File: src/rtl/icu_pkg.sv
package icu_pkg;
  localparam int ICU_NSRC     = 5;
  localparam int ICU_ID_W     = 3;
  localparam int ICU_VEC_W    = 16;
  localparam int ICU_MASK_W   = 8;
  localparam int ICU_GATE_BIT = 7;
  localparam int ICU_VEC_BASE = 3;
  localparam int ICU_VEC_STEP = 8;

  typedef enum logic {
    LVL_LO = 1'b0,
    LVL_HI = 1'b1
  } icu_level_e;
endpackage

File: src/rtl/icu_pick.sv
module icu_pick #(
  parameter int NSRC = 5,
  parameter int ID_W = 3
) (
  input  logic [NSRC-1:0] cand,
  output logic            hit,
  output logic [ID_W-1:0] id
);
  // lowest index wins: scan downward so the last match is the smallest
  always_comb begin
    hit = |cand;
    id  = '0;
    for (int i = NSRC - 1; i >= 0; i--) begin
      if (cand[i]) id = ID_W'(i);
    end
  end
endmodule

File: src/rtl/icu_inservice.sv
module icu_inservice
  import icu_pkg::*;
(
  input  logic       clk,
  input  logic       rst_n,
  input  logic       set_en,
  input  icu_level_e set_lvl,
  input  logic       ret,
  output logic [1:0] ins
);
  logic [1:0] ins_nx;

  always_comb begin
    ins_nx = ins;
    if (ret) begin
      if (ins[LVL_HI]) ins_nx[LVL_HI] = 1'b0;
      else             ins_nx[LVL_LO] = 1'b0;
    end
    if (set_en) ins_nx[set_lvl] = 1'b1;
  end

  always_ff @(posedge clk or negedge rst_n) begin
    if (!rst_n) ins <= '0;
    else        ins <= ins_nx;
  end
endmodule

File: src/rtl/icu_two_level.sv
module icu_two_level
  import icu_pkg::*;
#(
  parameter int NSRC     = ICU_NSRC,
  parameter int ID_W     = ICU_ID_W,
  parameter int VEC_W    = ICU_VEC_W,
  parameter int MASK_W   = ICU_MASK_W,
  parameter int GATE_BIT = ICU_GATE_BIT,
  parameter int VEC_BASE = ICU_VEC_BASE,
  parameter int VEC_STEP = ICU_VEC_STEP
) (
  input  logic              clk,
  input  logic              rst_n,
  input  logic [MASK_W-1:0] irq_mask,
  input  logic [NSRC-1:0]   irq_level,
  input  logic [NSRC-1:0]   src_req,
  input  logic              insn_boundary,
  input  logic              int_ack,
  input  logic              int_ret,
  output logic              int_req,
  output logic [VEC_W-1:0]  vec_addr,
  output logic [ID_W-1:0]   ack_src
);
  localparam logic [ID_W-1:0] NONE_ID = '1;
  localparam int NLVL = 2;

  logic [NSRC-1:0] live;
  logic [NSRC-1:0] cand [NLVL];
  logic [NLVL-1:0] lvl_hit;
  logic [ID_W-1:0] lvl_id [NLVL];
  logic [1:0]      ins_q;
  logic            take_hi, take_lo, grant;
  logic [ID_W-1:0] win_id;

  assign live = src_req & irq_mask[NSRC-1:0] & {NSRC{irq_mask[GATE_BIT]}};

  for (genvar l = 0; l < NLVL; l++) begin : g_lvl
    if (l == int'(LVL_HI)) begin : g_hi
      assign cand[l] = live & irq_level;
    end else begin : g_lo
      assign cand[l] = live & ~irq_level;
    end
    icu_pick #(.NSRC(NSRC), .ID_W(ID_W)) u_pick (
      .cand (cand[l]),
      .hit  (lvl_hit[l]),
      .id   (lvl_id[l])
    );
  end

  assign take_hi = lvl_hit[LVL_HI] && !ins_q[LVL_HI];
  assign take_lo = lvl_hit[LVL_LO] && (ins_q == 2'b00) && !take_hi;
  assign win_id  = take_hi ? lvl_id[LVL_HI] : lvl_id[LVL_LO];
  assign int_req = insn_boundary && (take_hi || take_lo);
  assign grant   = int_req && int_ack;

  always_comb begin
    vec_addr = '0;
    if (int_req) vec_addr = VEC_W'(VEC_BASE) + VEC_W'(VEC_STEP) * VEC_W'(win_id);
  end

  icu_inservice u_ins (
    .clk     (clk),
    .rst_n   (rst_n),
    .set_en  (grant),
    .set_lvl (take_hi ? LVL_HI : LVL_LO),
    .ret     (int_ret),
    .ins     (ins_q)
  );

  always_ff @(posedge clk or negedge rst_n) begin
    if (!rst_n)     ack_src <= NONE_ID;
    else if (grant) ack_src <= win_id;
  end
endmodule

File: config.mk
export PLATFORM = sky130hd
export DESIGN_NAME = icu_two_level
export DESIGN_NICKNAME = d
export VERILOG_FILES = /design/src/rtl/icu_pkg.sv /design/src/rtl/icu_pick.sv /design/src/rtl/icu_inservice.sv /design/src/rtl/icu_two_level.sv
export SDC_FILE = /design/constraint.sdc
export NUM_CORES = 1
export LEC_CHECK = 0
export BUFFER_PORTS_ARGS = -buffer_cell sky130_fd_sc_hd__buf_2
export CORE_MARGIN = 4
export CORE_UTILIZATION = 25
export CTS_BUF_LIST = sky130_fd_sc_hd__clkbuf_4 sky130_fd_sc_hd__clkbuf_8
export CTS_CLUSTER_DIAMETER = 100
export DETAILED_ROUTE_END_ITERATION = 10
export PLACE_DENSITY = 0.59
export SETUP_SLACK_MARGIN = 0.5
export SLEW_MARGIN = 20
export SYNTH_ARGS = -nofsm -noshare
export SYNTH_HDL_FRONTEND = slang
export SYNTH_SLANG_ARGS = --single-unit
export TNS_END_PERCENT = 5
File: constraint.sdc
create_clock -name clk -period 1.56 [get_ports clk]
set_clock_uncertainty 0.05 [all_clocks]
set_input_delay 0.156 -clock clk [delete_from_list [all_inputs] [get_ports clk]]
set_output_delay 0.156 -clock clk [all_outputs]
set_load 0.01 [all_outputs]
* After elaboration in Yosys (flattened, before gate mapping)
Cells that the tools add are included.
** Word-level totals
- Bits in registers :: 5
- Bits in latches :: 0
- Memory bits (writable) :: 0
- Bits in read-only memories :: 0
- Input port bits :: 23
- Output and inout port bits :: 20
- Memories kept :: 0
** Cells by class
- Add/sub/neg operators :: 1
- $mul :: 0
- Divide/modulo/power cells :: 0
- $lt $le $gt $ge :: 2
- Equal/unequal tests :: 0
- Shifts and indexed selects :: 0
- Mux-type cells :: 18
- Bitwise gates (word level) :: 6
- Reduce and logical (&&, ||, !) cells :: 12
** Operators by type and width (number)
- two-way mux 3 bit :: 11
- bitwise AND 5 bit :: 4
- OR reduction 5 bit :: 2
- adder 2 x 6 -> 7 bit, first input constant :: 1
- two-way mux 7 bit :: 1
- logical AND 1 bit :: 6
- NOT 5 bit :: 1
- two-way mux 2 bit :: 2
- two-way mux 1 bit :: 3
- zero test 1 bit :: 2
- zero test 2 bit :: 1
- less-than comparator 1 x 2 -> 1 bit, second input constant :: 1
- OR 2 bit :: 1
- demux 1 bit (select 1 bit) :: 1
- >= comparator 1 bit, second input constant :: 1
- logical OR 1 bit :: 1

* Logic depth before layout (Yosys ltp)
Gate-level depths: netlist of run 1.
- Word-level depth :: 12
- Gate-level depth with buffers :: 7
- Gate-level depth less buffers :: 5

* Modules after synthesis
A second synthesis of run 1 with hierarchy kept.
** Second synthesis, totals
- Cells, all modules :: 80
- Area, all modules :: 581.8 um^2
** By module, submodules not included
- icu_two_level :: instances 1, cells each 56, area an instance 402.9 um^2
- icu_pick :: instances 2, cells each 8, area an instance 48.8 um^2
- icu_inservice :: instances 1, cells each 8, area an instance 81.3 um^2

* Worst setup path before layout of run 1
OpenSTA, ideal clock, no wires.
- Path kind :: input -> output
- From :: input irq_mask[7]
- To :: output vec_addr[0]
- Data arrival time :: 1446 ps
- Data required time :: 1354 ps
- Slack :: -92 ps
- Stages on the path :: 7
- Path buffers :: 2
- Cells stage by stage :: buf_4 and4b_4 nor4b_4 a22oi_2 o21ai_0 inv_1 buf_4
** On the way
- Cells in the longest elaborated chain, start to end :: 9
- Elaborated cells on any way between the ends :: 12
** Ends and longest elaborated chain
- from (decl) :: line icu_two_level.sv:14 : input logic [MASK_W-1:0] irq_mask,
- bitwise AND 5 bit (*) :: line icu_two_level.sv:35 : assign live = src_req & irq_mask[NSRC-1:0] & {NSRC{irq_mask[GATE_BIT]}};
- bitwise AND 5 bit :: line icu_two_level.sv:39 : assign cand[l] = live & irq_level;
- OR reduction 5 bit :: line icu_pick.sv:11 : hit = |cand;
- logical AND 1 bit :: line icu_two_level.sv:50 : assign take_hi = lvl_hit[LVL_HI] && !ins_q[LVL_HI];
- zero test 1 bit :: line icu_two_level.sv:51 : assign take_lo = lvl_hit[LVL_LO] && (ins_q == 2'b00) && !take_hi;
- logical AND 1 bit :: line icu_two_level.sv:51
- logical OR 1 bit (*) :: line icu_two_level.sv:53 : assign int_req = insn_boundary && (take_hi || take_lo);
- logical AND 1 bit (*) :: line icu_two_level.sv:53
- via int_req :: line icu_two_level.sv:20 : output logic int_req,
- two-way mux 7 bit (*) :: line icu_two_level.sv:58 : if (int_req) vec_addr = VEC_W'(VEC_BASE) + VEC_W'(VEC_STEP) * VEC_W'(win_id);
- to (decl) :: line icu_two_level.sv:21 : output logic [VEC_W-1:0] vec_addr,
Mark *: on every way through the listed nets, which the timed path passes. The rest lies on a longest branch.

* Worst setup path in the final report of run 1
- From :: register u_ins.ins[1]
- To :: output vec_addr[5]
** On the way
- Cells in the longest elaborated chain, start to end :: 7
- Elaborated cells on any way between the ends :: 11
** Ends and longest elaborated chain
- from (decl) :: line icu_inservice.sv:9 : output logic [1:0] ins
- from (signal assigned) :: line icu_inservice.sv:24 : else ins <= ins_nx;
- branches (longest 6 deep; another with adder 2 x 6 -> 7 bit)
- two-way mux 7 bit (*) :: line icu_two_level.sv:58
Every way passes the cells marked *.

==> out/qor_table.md, run 1 <==
| Result | Reported | Unit |
|---|---|---|
| Result of the run | finished with violations | - |
| Violated checks | setup timing | - |
| Cell family with most CP delay | flip-flops | - |
| HPWL reported at the end of detailed placement | 1400 | µm |
| Final Instance Area | 980 | µm² |
| Final Setup Violations | 6 | - |
| Most frequent cells after synthesis | buf_4, inv_1, a21oi_1, nand4_1, nor2_1 | - |
| Per-cell routed wire length | 11.0 | µm |
| I/O Pins | 43 | - |
| Lkg Pwr | 0.502 | nW |
| Part of the Yosys area used for sequential elements | 0.205 | - |
| Post-placement cell count | 137 | - |
| Area leader, netlist | buf_4 | - |
| Portion of the clock cycle consumed by the worst path in the final layout | 1.10 | - |
| Buffer levels on the longest clock path | 2 | - |
| Count of final hold-check violations | 0 | - |
| Ant diodes | 0 | - |
| Layout cell share with drive strength beyond 1 | 0.603 | - |
| Critical path cell sequence | buf_6 > a2111oi_4 > nor2b_4 > buf_6 | - |
| Post-synth EDFFs | 0 | - |
| Cell count after synthesis | 68 | - |
| Startpoint class of the critical path | register | - |
| Yosys reg bits | 5 | - |
| Total CTS buffers | 3 | - |
| Area growth from synthesis to layout | 56.0 | % |
| Number of slew-limit violations in the final report | 0 | - |
| Non-filler cells in the finished layout | 144 | - |
| Data arrival time of the critical path | 1510 | ps |
| Total Nets Final | 140 | - |
| Avg Synthesized Cell Area | 9.24 | µm² |
| Placement row count | 17 | - |
| Number of DRC markers after the initial detailed-route iteration | 1 | - |
| Primary flip-flop cell chosen by synthesis mapping | dfstp_2 | - |
| GRT Util Overall | 0.0957 | - |
| Power density cells | 640 | nW/µm² |
| Antenna violation net count after detailed routing | 0 | - |
| Slowest CP cell | dfrtp_1 | - |
| Die outline width | 58.1 | µm |
| Number of H-tree levels | 1 | - |
| Core outline area | 2300 | µm² |
| CP max stage delay | 430 | ps |
| Tot Pwr | 0.627 | mW |
| Clock tree from TritonCTS | yes | - |
| Critical-path maximum fanout | 4 | - |
| Maximum number of pins on one net before global-route repair | 9 | - |
| Number of antenna violations at the first check in global routing | 0 | - |
| Synth async-reset ratio | 1.00 | - |
| Netlist Area Pre-Place | 628 | µm² |
| Post-detailed-route DRC marker count | 0 | - |
| Clock Latency Late Sink | 240 | ps |
| Count of buffer and inverter cells on the critical path | 2 | - |
| Via count of the first global-routing pass | 617 | - |
| RSZ-0062 raised after global routing | true | - |
| Y dimension of the die | 58.1 | µm |
| 1st-pass router iterations | 2 | - |
| Synthesis Warnings | 0 | - |
| Post-layout min period | 1720 | ps |
| Most frequent CP cell | buf_6 | - |
| DIE AREA | 3380 | µm² |
| Number of clock sinks | 5 | - |
| Port Buf Inserts | 29 | - |
| Total overflow reported by the global router | 0 | - |
| Clock Pin Slew Worst Setup and Hold Paths | 40 | ps |
| Root cell of the clock tree | clkbuf_4 | - |
| Main area contributors after synthesis | buf_4, dfstp_2, dfrtp_1 | - |
| Largest vdd supply drop | 0.403 | mV |
| Critical Setup Path Class | reg2out | - |
| Critical path capture point type | output port | - |
| Total wirelength of the detailed-routed design | 1590 | µm |
| Type of the most critical hold path | in2reg | - |
| Total number of vias | 639 | - |
| Most frequent cell after synthesis | buf_4 | - |
| Area share of the largest cell type after synthesis | 0.167 | - |
| Maximum clock rate | 582 | MHz |
| Setup Slack @ Placement | -273 | ps |
| Max-Cap Viols | 0 | - |
| Wire length of the first global-routing pass | 2530 | µm |
| Standard cell area after detailed placement | 872 | µm² |
| Required time worst endpoint | 1350 | ps |
| Yosys cell types | 30 | - |
| Vias per std cell | 4.44 | - |
| Setup ws final | -159 | ps |
| Starting density of the core | 0.273 | - |
| Last weighted congestion value of the routability-driven placer | 0.722 | - |
==> cells in the final DEF (no fill, tap or decap), types with 2 or more instances in the layout <==
master / synthesis / layout
dfstp_2: 3 / 3
inv_2: 0 / 2
buf_4: 14 / 17
o22ai_1: 2 / 2
dfrtp_1: 2 / 2
inv_1: 5 / 3
clkbuf_4: 0 / 4
mux2_4: 2 / 2
nand4b_1: 2 / 2
conb_1: 1 / 11
buf_2: 0 / 25
nor2b_4: 0 / 2
nand4_1: 4 / 4
a21oi_1: 4 / 4
nor2_1: 4 / 4
buf_6: 0 / 5
==> worst reg2reg max path: cells and delay by family, from the launching register on <==
kind                   cells  cell delay, ps
AOI/OAI and AO/OA          3             250
buffers and inverters      3             410
DFF                        1             420
muxes                      1             250
==> per-layer routing <==
metal / part of all wire / vias to the layer above / GRT usage
li1: - / 326 / -
met1: 0.39 / 288 / 0.113
met2: 0.54 / 23 / 0.171
met3: 0.069 / 2 / 0.0200
met4: 0.0025 / 0 / 0.0298
met5: 0 / - / 0
==> area by class of cell <==
class / count / area, µm²
multi-input combinational: 54 / 448
timing repair buffer: 48 / 319
fill: 237 / 1320
clock buffer: 4 / 30.0
sequential: 5 / 129
tap: 28 / 35.0
inverter: 5 / 18.8
==> metrics by stage <==
step	hold slack (ps)	utilization	setup TNS, ps
after floorplan	-190	-	0
after global placement	-78.9	0.380	-1020
after detailed placement	-69.8	0.380	-1400
after CTS	65.8	0.417	-782
after global routing	79.1	0.426	-983
final	69.8	0.426	-372
==> kinds of logic (layout without fill, tap and decap cells) <==
family | after synthesis | after routing | share of synthesized area
other cells | 1 | 11 | 0.00597
flops | 5 | 5 | 0.205
compound gates | 16 | 16 | 0.219
mux | 3 | 3 | 0.0637
buf+inv | 19 | 57 | 0.197
simple gates | 24 | 24 | 0.309
==> sequential cells by signal (all words and copies together), names as in the netlist <==
name,flops
u_ins.ins,2
ack_src,3
==> path summary, 6_finish.rpt <==
kind                               from            to  slack (ps)  cells after the start
max                        u_ins.ins[1]   vec_addr[5]        -160                      4
min                             int_ret  u_ins.ins[1]          70                      2
max reg2reg                u_ins.ins[1]    ack_src[1]         110                      7
min reg2reg                  ack_src[0]    ack_src[0]         420                      2
max in group asynchronous         rst_n    ack_src[1]        1040                      2
min in group asynchronous         rst_n  u_ins.ins[1]         210                      2
==> repair_timing <==
item	4_1_cts	5_1_grt
gates resized for setup	10	3
hold buffers	1	0
hold endpoints to repair	5	0
setup endpoints to repair	14	14
pin swaps	5	3
buffers inserted	1	1
==> report_power, final <==
group | switching [mW] | internal [mW]
Sequential | 0.0180 | 0.167
Combinational | 0.124 | 0.152
Clock | 0.0522 | 0.114
Total | 0.194 | 0.433
Power figures use the tool's default switching activity.
==> run 2: changes to the inputs <==
--- a/config.mk
+++ b/config.mk
@@ -6,11 +6,13 @@
 export NUM_CORES = 1
 export LEC_CHECK = 0
 export BUFFER_PORTS_ARGS = -buffer_cell sky130_fd_sc_hd__buf_2
+export CAP_MARGIN = 10
 export CORE_MARGIN = 4
 export CORE_UTILIZATION = 25
 export CTS_BUF_LIST = sky130_fd_sc_hd__clkbuf_4 sky130_fd_sc_hd__clkbuf_8
 export CTS_CLUSTER_DIAMETER = 100
 export DETAILED_ROUTE_END_ITERATION = 10
+export GPL_TIMING_DRIVEN = 0
 export PLACE_DENSITY = 0.59
 export SETUP_SLACK_MARGIN = 0.5
 export SLEW_MARGIN = 20
==> run 2 against run 1 <==
The run still ends with setup timing left. Combinational power rose by 17%. Total power rose by 7.5%. Via count rose by 4.2%. Wire length rose by 5.9%. Largest cell class unchanged. Largest power group unchanged. Highest routed layer unchanged.
==> out/qor_table.md, run 2 (synthesis results as in run 1) <==
| Result | Reported | Unit |
|---|---|---|
| Required time worst endpoint | 1350 | ps |
| Part of the total power dissipated in the clock network | 0.243 | - |
| Total wirelength of the detailed-routed design | 1680 | µm |
| Total number of vias | 666 | - |
| Setup ws final | -165 | ps |
| Layout Utilization | 0.471 | - |
| Buffer levels on the longest clock path | 2 | - |
| Power density cells | 623 | nW/µm² |
| Critical-path maximum fanout | 4 | - |
| DIE AREA | 3380 | µm² |
| 1st-pass router iterations | 1 | - |
| Number of flip-flops in the largest register | 3 | - |
| Critical Setup Path Class | in2out | - |
| Largest Register | ack_src | - |
| Total CTS buffers | 3 | - |
| Number of antenna violations at the first check in global routing | 0 | - |
| Result of the run | finished with violations | - |
| Number of H-tree levels | 1 | - |
| Layout cell share with drive strength beyond 1 | 0.683 | - |
| Total overflow reported by the global router | 0 | - |
| Via count of the first global-routing pass | 660 | - |
| Critical path capture point type | output port | - |
| Most common cell after layout, fill and taps aside | buf_2 | - |
| Total Nets Final | 147 | - |
| Fraction of power consumed by sequential logic | 0.278 | - |
| Area growth from synthesis to layout | 72.3 | % |
| Number of cells on the worst hold path | 2 | - |
| Wire length of the first global-routing pass | 2600 | µm |
| Post-layout min period | 1720 | ps |
| Post-detailed-route DRC marker count | 0 | - |
| Logic gate share of total power | 0.479 | - |
| Final total negative setup slack | -1120 | ps |
| Ant diodes | 0 | - |
| Count of cells along the worst register-to-register path | 5 | - |
| Die outline width | 58.1 | µm |
| Number of slew-limit violations in the final report | 0 | - |
| Startpoint class of the critical path | input port | - |
| Commonest cells after routing, fill and taps aside | buf_2, buf_4, buf_6, conb_1 | - |
| Antenna violation net count after detailed routing | 0 | - |
| Largest vdd supply drop | 0.416 | mV |
| Port Buf Inserts | 29 | - |
| Root cell of the clock tree | clkbuf_4 | - |
| Registers with the most flip-flops | ack_src: 3 flops, u_ins.ins: 2 flops | - |
| Last weighted congestion value of the routability-driven placer | 0.669 | - |
| GRT Util Overall | 0.0975 | - |
| Per-cell routed wire length | 11.1 | µm |
| Data arrival time of the critical path | 1520 | ps |
| Final-layout fill cell count | 227 | - |
| Maximum number of pins on one net before global-route repair | 8 | - |
| Clock Latency Late Sink | 240 | ps |
| Placement row count | 17 | - |
| Y dimension of the die | 58.1 | µm |
| Portion of the clock cycle consumed by the worst path in the final layout | 1.11 | - |
| Clock tree from TritonCTS | yes | - |
| Maximum clock rate | 580 | MHz |
| Max-Cap Viols | 0 | - |
| Starting density of the core | 0.273 | - |
| Type of the most critical hold path | in2reg | - |
| HPWL reported at the end of detailed placement | 1320 | µm |
| Number of clock sinks | 5 | - |
| Tot Pwr | 0.674 | mW |
| Core outline area | 2300 | µm² |
| Count of final hold-check violations | 0 | - |
| Final Setup Violations | 9 | - |
| RSZ-0062 raised after global routing | true | - |
| Cell-internal power | 0.469 | mW |
| Sw Pwr | 0.205 | mW |
| Clock Pin Slew Worst Setup and Hold Paths | 40 | ps |
| Violated checks | setup timing | - |
| Vias per std cell | 4.41 | - |
| Lkg Pwr | 0.550 | nW |
| Sw Ratio | 0.304 | - |
| I/O Pins | 43 | - |
| Number of DRC markers after the initial detailed-route iteration | 0 | - |
-- run 2: changes by cell type in the layout (fill, tap and decap cells not counted), sizes merged --
cell  previous run  this run
buf             47        54
-- run 2: worst paths after layout --
path                              start      endpoint  slack (ps)
hold reg to reg              ack_src[0]    ack_src[0]         430
max in group asynchronous         rst_n    ack_src[2]        1040
hold / removal                  int_ret  u_ins.ins[1]          70
setup reg to reg           u_ins.ins[0]    ack_src[2]         120
setup / recovery            irq_mask[7]   vec_addr[1]        -160
min in group asynchronous         rst_n  u_ins.ins[0]         210
-- run 2: metrics by stage --
stage	instance area, µm²	hold slack, ps	worst slack [ps]	instances
floorplan	677	-190	21.0	78
detailed placement	857	-77.6	-300	135
CTS	1010	53.4	-169	148
global route	1080	56.6	-264	151
finish	1080	70.1	-165	151
global placement	857	-79.6	-303	135
-- run 2: timing repair --
| action | in CTS | in global routing |
|---|---|---|
| gates cloned | 1 | 0 |
| endpoints found under the setup margin | 14 | 14 |
| pin swaps | 7 | 5 |
| setup buffers | 7 | 3 |
| hold buffers | 1 | 0 |
| hold endpoints to repair | 5 | 0 |
| gates resized for setup | 15 | 11 |
-- run 2: final cells by class --
type,instances,area (µm²),area share
plain buffers,14,116,0.108
multi-input cells,54,462,0.427
inverters,5,18.8,0.0173
well taps,28,35.0,0.0324
flip-flops and latches,5,130,0.120
repair buffers,41,290,0.268
clock buffers,4,30.0,0.0277
-- run 2: critical path, stage by stage --
cell and delay, ps:
buf_8 100, and4b_2 270, nor4b_4 340, a22oi_2 110
o21ai_2 240, inv_2 80, buf_6 120, buf_6 110
-- run 2: power groups by stage --
stage	sequential [mW]	combinational, mW	clock [mW]
after detailed placement	0.184	0.233	0
final	0.187	0.323	0.164
after global routing	0.191	0.347	0.189
after floorplan	0.191	0.147	0
after global placement	0.182	0.229	0
after CTS	0.188	0.293	0.173
-- run 2: routing by layer --
| layer | vias up | track usage | wire [µm] | share of wire |
|---|---|---|---|---|
| met5 | - | 0 | 0 | 0 |
| met4 | 0 | 0.0397 | 14 | 0.0083 |
| met3 | 4 | 0.0223 | 135 | 0.080 |
| met2 | 25 | 0.189 | 925 | 0.55 |
| met1 | 293 | 0.0987 | 604 | 0.36 |
| li1 | 344 | - | - | - |
==> run 3: changes to the inputs <==
--- a/config.mk
+++ b/config.mk
@@ -14,6 +14,7 @@
 export DETAILED_ROUTE_END_ITERATION = 10
 export GPL_TIMING_DRIVEN = 0
 export PLACE_DENSITY = 0.59
+export REMOVE_ABC_BUFFERS = 1
 export SETUP_SLACK_MARGIN = 0.5
 export SLEW_MARGIN = 20
 export SYNTH_ARGS = -nofsm -noshare
==> run 3 against run 2 <==
The run still ends with setup timing left. Combinational power down 18%. Largest power group unchanged. Via count decreased by 7.5%. Count of clock-buffer cells in the layout stayed put. Highest routed layer unchanged. Setup slack gained 83 ps. Sequential power about the same. Die area unchanged. Critical path depth decreased by 4. Register-to-register slack improved by 80 ps. Final area down 15%. Hold slack worse by 6.5 ps. Global-route usage is 0.74 points lower.
==> out/qor_table.md, run 3 (synthesis results as in run 1) <==
| Result | Reported | Unit |
|---|---|---|
| Result of the run | finished with violations | - |
| Violated checks | setup timing | - |
| Power density cells | 670 | nW/µm² |
| Buffer levels on the longest clock path | 2 | - |
| Starting density of the core | 0.273 | - |
| Standard cell area after detailed placement | 741 | µm² |
| Number of clock sinks | 5 | - |
| I/O Pins | 43 | - |
| Post-layout min period | 1640 | ps |
| Largest Register | ack_src | - |
| Setup Slack @ Placement | -329 | ps |
| Total wirelength of the detailed-routed design | 1570 | µm |
| Area taken by multi-input logic gates | 448 | µm² |
| Maximum number of pins on one net before global-route repair | 11 | - |
| Registers with the most flip-flops | ack_src: 3 flops, u_ins.ins: 2 flops | - |
| Last weighted congestion value of the routability-driven placer | 0.799 | - |
| Met3 usage in global routing | 0.0312 | - |
| Total number of vias | 616 | - |
| Antenna violation net count after detailed routing | 0 | - |
| Fin Hold WS | 63.6 | ps |
| Final Instance Area | 921 | µm² |
| Number of DRC markers after the initial detailed-route iteration | 4 | - |
| Ant diodes | 0 | - |
| Root cell of the clock tree | clkbuf_4 | - |
| Clock Pin Slew Worst Setup and Hold Paths | 40 | ps |
| Setup ws final | -81.5 | ps |
| 1st-pass router iterations | 3 | - |
| Die outline width | 58.1 | µm |
| Total Nets Final | 130 | - |
| Required time worst endpoint | 1350 | ps |
| Area growth from synthesis to layout | 46.6 | % |
| Number of slew-limit violations in the final report | 0 | - |
| Final-layout fill cell count | 233 | - |
| Data arrival time of the critical path | 1440 | ps |
| Final total negative setup slack | -296 | ps |
| DIE AREA | 3380 | µm² |
| Total CTS buffers | 3 | - |
| RSZ-0062 raised after global routing | true | - |
| Core outline area | 2300 | µm² |
| Count of final hold-check violations | 0 | - |
| Y dimension of the die | 58.1 | µm |
| GRT Util Overall | 0.0901 | - |
| Number of flip-flops in the largest register | 3 | - |
| Final Setup Violations | 6 | - |
| FF/Latch Area | 130 | µm² |
| Critical Setup Path Class | reg2out | - |
| Via count of the first global-routing pass | 592 | - |
| Met2 routing resource usage after global routing | 0.163 | - |
| Wire length of the first global-routing pass | 2410 | µm |
| Clock tree from TritonCTS | yes | - |
| Port Buf Inserts | 29 | - |
| Most common cell after layout, fill and taps aside | buf_2 | - |
| Max-Cap Viols | 0 | - |
| GRT met1 Usage | 0.0969 | - |
| Lkg Pwr | 0.460 | nW |
| Layer carrying the most global-route usage | met2 | - |
| Critical-path maximum fanout | 4 | - |
| Startpoint class of the critical path | register | - |
| Per-cell routed wire length | 11.7 | µm |
| Maximum clock rate | 609 | MHz |
| Layout cell share with drive strength beyond 1 | 0.604 | - |
| Number of antenna violations at the first check in global routing | 0 | - |
| Vias per std cell | 4.60 | - |
| Type of the most critical hold path | in2reg | - |
| Critical path capture point type | output port | - |
| Number of H-tree levels | 1 | - |
| Post-detailed-route DRC marker count | 0 | - |
| HPWL reported at the end of detailed placement | 1280 | µm |
| Portion of the clock cycle consumed by the worst path in the final layout | 1.05 | - |
| Total overflow reported by the global router | 0 | - |
| Placement row count | 17 | - |
| Largest vdd supply drop | 0.313 | mV |
| Clock Latency Late Sink | 240 | ps |
| Commonest cells after routing, fill and taps aside | buf_2, conb_1, buf_4 | - |
| Layout Utilization | 0.401 | - |
## run 3: cell types whose count changed in the layout (fill, tap and decap cells not counted), sizes merged
| cell | previous run | this run |
|---|---|---|
| buf | 54 | 37 |
## run 3: critical path, stage by stage (launching register included)
cell and delay, ps:
dfrtp_2 420, buf_6 130, a2111oi_4 360, nor2b_1 160
buf_2 130
## run 3: worst paths after layout
kind / end / slack, ps / cells past startpoint / start
max: vec_addr[5] / -80 / 4 / u_ins.ins[1]
min: u_ins.ins[1] / 60 / 2 / int_ret
max reg2reg: ack_src[1] / 200 / 6 / u_ins.ins[1]
min reg2reg: ack_src[0] / 430 / 2 / ack_src[0]
max in group asynchronous: ack_src[1] / 1040 / 2 / rst_n
min in group asynchronous: u_ins.ins[0] / 200 / 2 / rst_n
## run 3: repair_timing
action	in CTS	in global routing
hold buffers	1	0
pin swaps	6	3
buffers inserted	7	1
setup endpoints to repair	14	14
hold endpoints to repair	5	0
gates resized for setup	19	5
## run 3: power breakdown
group          internal [mW]  leakage, nW  switching, mW  total, mW
clock                  0.114       0.0184         0.0537      0.168
sequential             0.167       0.0567         0.0183      0.185
combinational          0.142        0.385          0.121      0.264
total                  0.424        0.460          0.193      0.617
## run 3: through the flow
stage,std cells,total power [mW]
final,134,0.617
after global routing,134,0.659
after CTS,133,0.613
after detailed placement,121,0.383
after global placement,121,0.376
after floorplan,64,0.300
## run 3: area by class of cell
class / count / area share
multi-input combinational: 54 / 0.486
timing repair buffer: 38 / 0.281
sequential: 5 / 0.141
tap: 28 / 0.0380
clock buffer: 4 / 0.0326
inverter: 5 / 0.0204
## run 3: per-layer routing
| layer | vias up | part of all wire | wire (µm) |
|---|---|---|---|
| li1 | 307 | - | - |
| met1 | 279 | 0.39 | 613 |
| met2 | 28 | 0.50 | 782 |
| met3 | 2 | 0.11 | 166 |
| met4 | 0 | 0.0057 | 9 |
| met5 | - | 0 | 0 |
